## src/rtl/alu_pkg.sv

```systemverilog
`timescale 1ns/1ps
package alu_pkg;

  localparam int OPW = 4;

  typedef enum logic [OPW-1:0] {
    OP_ADD = 4'd0,
    OP_SUB = 4'd1,
    OP_AND = 4'd2,
    OP_OR  = 4'd3,
    OP_XOR = 4'd4,
    OP_NOT = 4'd5,
    OP_SHL = 4'd6,
    OP_SHR = 4'd7,
    OP_CMP = 4'd8
  } alu_op_e;

  localparam logic [OPW-1:0] OP_LAST = 4'd8;

  // single-bit sum of a full adder
  function automatic logic fa_sum(input logic x, input logic y, input logic ci);
    return x ^ y ^ ci;
  endfunction

  // carry out of a full adder
  function automatic logic fa_carry(input logic x, input logic y, input logic ci);
    return (x & y) | (x & ci) | (y & ci);
  endfunction

  // signed overflow from the sign bits of both adder inputs and the sum
  function automatic logic signed_ovf(input logic xs, input logic ys, input logic ss);
    return (xs == ys) && (ss != xs);
  endfunction

endpackage

```

## src/rtl/alu_ripple.sv

```systemverilog
`timescale 1ns/1ps
module alu_ripple #(
  parameter int W = 16
) (
  input  logic [W-1:0] a,
  input  logic [W-1:0] b,
  input  logic         sub,
  output logic [W-1:0] sum,
  output logic         cout,
  output logic         ovf
);
  logic [W:0]   chain;
  logic [W-1:0] b_eff;

  assign chain[0] = sub;

  for (genvar i = 0; i < W; i++) begin : g_stage
    assign b_eff[i]   = b[i] ^ sub;
    assign sum[i]     = alu_pkg::fa_sum(a[i], b_eff[i], chain[i]);
    assign chain[i+1] = alu_pkg::fa_carry(a[i], b_eff[i], chain[i]);
  end

  assign cout = chain[W];
  assign ovf  = alu_pkg::signed_ovf(a[W-1], b_eff[W-1], sum[W-1]);
endmodule

```

## src/rtl/alu_bitwise.sv

```systemverilog
`timescale 1ns/1ps
module alu_bitwise #(
  parameter int W = 16
) (
  input  logic [W-1:0]           a,
  input  logic [W-1:0]           b,
  input  logic [alu_pkg::OPW-1:0] op,
  output logic [W-1:0]           res
);
  import alu_pkg::*;

  always_comb begin
    case (op)
      OP_AND:  res = a & b;
      OP_OR:   res = a | b;
      OP_XOR:  res = a ^ b;
      OP_NOT:  res = ~a;
      default: res = '0;
    endcase
  end
endmodule

```

## src/rtl/alu_shift1.sv

```systemverilog
`timescale 1ns/1ps
module alu_shift1 #(
  parameter int W = 16
) (
  input  logic [W-1:0] a,
  input  logic         right,
  output logic [W-1:0] res,
  output logic         spill
);
  logic [W-1:0] left_v;
  logic [W-1:0] right_v;

  assign left_v  = {a[W-2:0], 1'b0};
  assign right_v = {1'b0, a[W-1:1]};

  assign res   = right ? right_v : left_v;
  assign spill = right ? a[0] : a[W-1];
endmodule

```

## src/rtl/alu_flagged.sv

```systemverilog
`timescale 1ns/1ps
module alu_flagged #(
  parameter int WIDTH = 16
) (
  input  logic [WIDTH-1:0] op_a,
  input  logic [WIDTH-1:0] op_b,
  input  logic [3:0]       op_sel,
  output logic [WIDTH-1:0] result,
  output logic             flag_z,
  output logic             flag_n,
  output logic             flag_c,
  output logic             flag_v
);
  import alu_pkg::*;

  localparam int MSB = WIDTH - 1;

  // named internal events, visible to the checker
  logic             sub_ctl;
  logic             is_cmp;
  logic             op_valid;
  logic [WIDTH-1:0] add_sum;
  logic             add_cout;
  logic             add_ovf;
  logic [WIDTH-1:0] logic_res;
  logic [WIDTH-1:0] shift_res;
  logic             shift_out;
  logic [WIDTH-1:0] pre_res;
  logic             c_sel;
  logic             v_sel;

  assign sub_ctl  = (op_sel == OP_SUB) || (op_sel == OP_CMP);
  assign is_cmp   = (op_sel == OP_CMP);
  assign op_valid = (op_sel <= OP_LAST);

  alu_ripple #(.W(WIDTH)) u_add (
    .a    (op_a),
    .b    (op_b),
    .sub  (sub_ctl),
    .sum  (add_sum),
    .cout (add_cout),
    .ovf  (add_ovf)
  );

  alu_bitwise #(.W(WIDTH)) u_logic (
    .a   (op_a),
    .b   (op_b),
    .op  (op_sel),
    .res (logic_res)
  );

  alu_shift1 #(.W(WIDTH)) u_shift (
    .a     (op_a),
    .right (op_sel == OP_SHR),
    .res   (shift_res),
    .spill (shift_out)
  );

  always_comb begin
    pre_res = '0;
    c_sel   = 1'b0;
    v_sel   = 1'b0;
    case (op_sel)
      OP_ADD, OP_SUB, OP_CMP: begin
        pre_res = add_sum;
        c_sel   = add_cout;
        v_sel   = add_ovf;
      end
      OP_AND, OP_OR, OP_XOR, OP_NOT: pre_res = logic_res;
      OP_SHL, OP_SHR: begin
        pre_res = shift_res;
        c_sel   = shift_out;
      end
      default: ;
    endcase
  end

  assign flag_z = (pre_res == '0);
  assign flag_n = pre_res[MSB];
  assign flag_c = c_sel;
  assign flag_v = v_sel;
  assign result = is_cmp ? '0 : pre_res;
endmodule

```

## config.mk

```make
export PLATFORM = sky130hd
export DESIGN_NAME = alu_flagged
export DESIGN_NICKNAME = d
export VERILOG_FILES = /design/src/rtl/alu_pkg.sv /design/src/rtl/alu_ripple.sv /design/src/rtl/alu_bitwise.sv /design/src/rtl/alu_shift1.sv /design/src/rtl/alu_flagged.sv
export SDC_FILE = /design/constraint.sdc
export NUM_CORES = 1
export LEC_CHECK = 0
export BUFFER_PORTS_ARGS = -buffer_cell sky130_fd_sc_hd__buf_4
export CAP_MARGIN = 20
export CORE_AREA = 2 2 65 67
export DETAILED_ROUTE_END_ITERATION = 8
export DIE_AREA = 0 0 67 69
export PLACE_DENSITY = 0.88
export SLEW_MARGIN = 20
export SYNTH_ARGS = -nofsm -noshare
export SYNTH_HDL_FRONTEND = slang
export SYNTH_SLANG_ARGS = --single-unit
```

## constraint.sdc

```tcl
create_clock -name vclk -period 9.4
set_input_delay 0 -clock vclk [all_inputs]
set_output_delay 0 -clock vclk [all_outputs]
set_load 0.02 [all_outputs]
```

==> results of run 1 <==
power by group through the flow:
stage / Sequential (W) / Combinational [W] / Clock, W
finish: 0 / 0.000158 / 0
global route: 0 / 0.000174 / 0
CTS: 0 / 0.000158 / 0
detailed placement: 0 / 0.000157 / 0
global placement: 0 / 0.000152 / 0
floorplan: 0 / 0.000103 / 0
synth_stat cells, drive strengths merged (2+ instances only):
cell / n
inv: 36
ha: 33
nor2: 30
mux2i: 19
nand2: 17
xnor2: 16
buf: 15
fa: 15
a21oi: 13
o22ai: 13
a211oi: 8
o21ai: 8
nor2b: 7
a221oi: 5
nand2b: 5
a21boi: 3
clkbuf: 3
nand3b: 3
nand4: 3
a2bb2oi: 2
nor3b: 2
o211ai: 2
routing by layer:
layer	global-route usage [%]	vias to the layer above	part of all wire, %
met5	0	-	0
met4	3.17	0	1.6
met3	2.12	8	8.8
met2	41.5	102	49
met1	34.1	993	40
li1	-	1038	-
stage by stage:
step	utilization (%)	instance area, µm²	total power (W)	hold WS [ps]
final	64.5	2520	0.000158	464
after global routing	64.5	2520	0.000174	483
after CTS	64.4	2520	0.000158	469
after detailed placement	64.4	2520	0.000157	467
after global placement	64.4	2520	0.000152	457
after floorplan	-	2150	0.000103	186
final timing paths:
path,start,end,slack (ps),cells past startpoint
setup / recovery,op_sel[3],flag_z,990,27
hold / removal,op_a[15],flag_v,460,5
tightest hold or removal path: stages:
cell     delay (ps)
buf_4           140
xor2_1           90
nand2_1          60
nor2_1           30
buf_4           140
cells by family (layout without fill, tap and decap cells):
| kind of cell | after synthesis | count (layout) | synth area share (%) |
|---|---|---|---|
| compound gates | 62 | 62 | 20.0 |
| xor+xnor | 17 | 17 | 6.91 |
| buf+inv | 54 | 94 | 12.4 |
| fa+ha+maj | 48 | 48 | 33.1 |
| simple gates | 76 | 76 | 18.1 |
| mux | 20 | 20 | 9.35 |
area by class of cell:
| class | instances | area, µm² | share of cell area (%) |
|---|---|---|---|
| Tap cell | 50 | 62.6 | 2.48 |
| Inverter | 36 | 135 | 5.35 |
| Timing Repair Buffer | 58 | 435 | 17.3 |
| Multi-Input combinational cell | 223 | 1890 | 74.9 |
==> impl_metrics.json, run 1 <==
{
  "status": "completed",
  "path_delay_family": "adder cells",
  "crit_fanout": 15,
  "core_area_um2": 3910,
  "fill_cells": 347,
  "synthToLayoutAreaGrowth_pct": 17.2,
  "p_int_w": 0.0000701,
  "routedWlPerCell_um": 15.1,
  "layout-drive-gt1-share_pct": 22.1,
  "cpMaxStageDelayCell": "fa_1",
  "antenna_found_initial": 0,
  "clock_buffers": 0,
  "dp_slack_ps": 986,
  "post-route-period-util_pct": 89.5,
  "crit_path_end_kind": "output port",
  "vias_per_cell": 5.83,
  "setup.worst_path.class": "primary input to output port",
  "grt_setup_unrepaired": "false",
  "worst_slack_ps": 985,
  "synth_area_per_cell_um2": 7.77,
  "finalMaxSlewViolations": 0,
  "drt_wl_total_mm": 5.53,
  "grt_pass1_wl_mm": 9.25,
  "pwr-share-seq_pct": 0,
  "cts_resized": 0,
  "grt-ovfl-total": 0,
  "maxCapViolCount": 0,
  "ir_drop_mv": 0.0420,
  "cp.arrival_ps": 8410,
  "worstSetupStartpointType": "primary input",
  "hold_violations": 0,
  "synth.distinct_cells": 51,
  "drtPass1Iterations": 5,
  "grt_pass1_vias": 2008,
  "syn-instance-count": 277,
  "leakage_nw": 1.29,
  "ios": 56,
  "dp.cells": 367,
  "core.rowCount": 23,
  "synthTopCellsByArea": "ha_1 19%, fa_1 14%, mux2i_1 8.8%",
  "route.vias.total": 2141,
  "syn_area_um2": 2150,
  "flops_and_latches": 0,
  "grt_start_max_net_pins": 58,
  "syn-num-nets": 361,
  "grtUsageTotal_pct": 24.4,
  "combPwrFrac_pct": 100.0,
  "finalNetCount": 403,
  "maxSlewHeadroom_pct": 23.4,
  "fp.dieH_um": 69,
  "p_sw_share_pct": 55.7,
  "gp_congestion": 0.903,
  "path_buf_inv": 4,
  "drc": 0,
  "final_common_cell": "buf_4",
  "synth.largest_area_cell": "ha_1",
  "ant_nets": 0,
  "p_switching_w": 0.0000879,
  "p_per_area_nw_per_um2": 62.6,
  "n_antenna_cell": 0,
  "initialDrtViolationCount": 256,
  "yosys.area.top_type_share_pct": 19.2,
  "cp.required_ps": 9400,
  "cts_setup_buffers": 0,
  "path_common_cell": "fa_1",
  "fin_cells": 367,
  "io_buffers": 56,
  "finalSetupViolCount": 0,
  "setup_tns_ps": 0,
  "fmax_ghz": 0.119,
  "detailed_place_hpwl_mm": 4.37,
  "final_cell_mix": "58 x buf_4, 35 x inv_1, 33 x ha_1",
  "min_period_ps": 8410,
  "cts_hold_buffers": 0,
  "crit_path_max_incr_delay_ps": 500,
  "die_w_um": 67,
  "hp-class": "primary input to output port",
  "dieArea_um2": 4620,
  "ys.warnings.count": 0,
  "start_util_pct": 55.0,
  "final-seq-area_um2": 0,
  "ys_seq_area_share_pct": 0,
  "tightestPinTransition_ps": 1150,
  "p_clk_share_pct": 0
}
No activity file was read; power rests on OpenSTA's default activity.
==> inputs of run 2 (changes only) <==
--- a/config.mk
+++ b/config.mk
@@ -11,6 +11,7 @@
 export DETAILED_ROUTE_END_ITERATION = 8
 export DIE_AREA = 0 0 67 69
 export PLACE_DENSITY = 0.88
+export RECOVER_POWER = 25
 export SLEW_MARGIN = 20
 export SYNTH_ARGS = -nofsm -noshare
 export SYNTH_HDL_FRONTEND = slang
==> run 2 against run 1 <==
The flow now finishes with violations (capacitance limit, slew limit). Critical path depth stayed put. Wire length is 0.22% higher. Sequential share of layout area stayed put. Critical path type unchanged. First-iteration DRC count stayed put. Total power is 0.55% lower. Combinational power hardly changed. Largest cell class unchanged. Worst hold slack hardly changed. Largest power group unchanged. Final area is 0.79% lower.
==> impl_metrics.json, run 2 (synthesis results as in run 1) <==
{
  "status": "complete, but fails checks",
  "violations": "capacitance limit, slew limit",
  "maxSlewHeadroom_pct": -71.7,
  "hp-start": "op_a[15]",
  "p_per_area_nw_per_um2": 62.8,
  "leakage_nw": 1.27,
  "maxCapViolCount": 2,
  "setup_tns_ps": 0,
  "core_area_um2": 3910,
  "setup.worst_path.class": "primary input to output port",
  "drc": 0,
  "ios": 56,
  "flops_and_latches": 0,
  "ant_nets": 0,
  "gp_congestion": 0.903,
  "final-seq-area_um2": 0,
  "finalMaxSlewViolations": 76,
  "min_period_ps": 8440,
  "tightestPinTransition_ps": 2580,
  "n_antenna_cell": 0,
  "final_common_cell": "buf_4",
  "finalNetCount": 403,
  "layout-drive-gt1-share_pct": 20.5,
  "grtUsageTotal_pct": 24.4,
  "vias_per_cell": 5.89,
  "ir_drop_mv": 0.0417,
  "core.rowCount": 23,
  "detailed_place_hpwl_mm": 4.37,
  "final_cell_mix": "54 x buf_4, 35 x inv_1, 33 x ha_1",
  "initialDrtViolationCount": 256,
  "finalSetupViolCount": 0,
  "drtPass1Iterations": 4,
  "cp.required_ps": 9400,
  "crit_fanout": 15,
  "hp-class": "primary input to output port",
  "drt_wl_total_mm": 5.54,
  "grt_pass1_wl_mm": 9.25,
  "dieArea_um2": 4620,
  "grt_pass1_vias": 2008,
  "clock_buffers": 0,
  "worstSetupStartpointType": "primary input",
  "hold_violations": 0,
  "worst_slack_ps": 958,
  "cts_hold_buffers": 0,
  "crit_start": "op_sel[3]",
  "synthToLayoutAreaGrowth_pct": 16.3,
  "post-route-period-util_pct": 89.8,
  "fmax_ghz": 0.118,
  "die_w_um": 67,
  "fp.dieH_um": 69,
  "route.vias.total": 2161,
  "grt_start_max_net_pins": 58,
  "cts_setup_buffers": 0,
  "dp_slack_ps": 986,
  "antenna_found_initial": 0,
  "grt-ovfl-total": 0,
  "start_util_pct": 55.0,
  "routedWlPerCell_um": 15.1,
  "crit_path_end_kind": "output port",
  "cts_resized": 0,
  "io_buffers": 56,
  "grt_setup_unrepaired": "false",
  "fill_cells": 353,
  "cp.arrival_ps": 8440,
  "hold_end": "flag_v",
  "min_delay_path_depth": 5
}
run 2: report_power, final:
part	internal, W	switching [W]	total (W)
clock network	0	0	0
registers	0	0	0
logic	0.0000693	0.0000878	0.000157
run 2: per-stage QoR:
step	power, W	cells	area (µm²)	utilization [%]	hold WS [ps]
global route	0.000173	367	2500	64.0	483
CTS	0.000158	367	2520	64.4	469
detailed placement	0.000157	367	2520	64.4	467
floorplan	0.000103	277	2150	-	186
finish	0.000157	367	2500	64.0	464
global placement	0.000152	367	2520	64.4	457
run 2: worst max-delay path, stage by stage:
cell and delay [ps]:
buf_4 150, xnor2_1 160, or3_1 150, buf_4 270, o21ai_1 120, fa_1 430, fa_1 420, fa_1 430
fa_1 430, fa_1 430, fa_1 420, fa_1 420, fa_1 440, fa_1 430, fa_1 440, fa_1 450
fa_1 450, fa_1 450, fa_1 430, fa_1 500, inv_1 70, o22ai_1 70, nand3b_1 90, o311a_1 240
nand2_1 80, nor4_2 270, buf_4 180
run 2: area by class of cell:
cell class	count	area, µm²	share of cell area, %
inverters	36	135	5.40
multi-input cells	223	1890	75.3
well taps	50	62.6	2.50
repair buffers	58	420	16.8
run 2: worst max-delay path by stage:
stage	endpoint	depth (start not counted)
floorplan	flag_z	28
global placement	flag_z	27
detailed placement	flag_z	27
CTS	flag_z	27
global route	flag_z	27
finish	flag_z	27
run 2: per-layer routing:
metal	track usage [%]	vias to the layer above	routed length (µm)
li1	-	1035	-
met2	41.5	103	2740
met5	0	-	0
met3	2.12	8	491
met1	34.1	1015	2240
met4	3.17	0	74
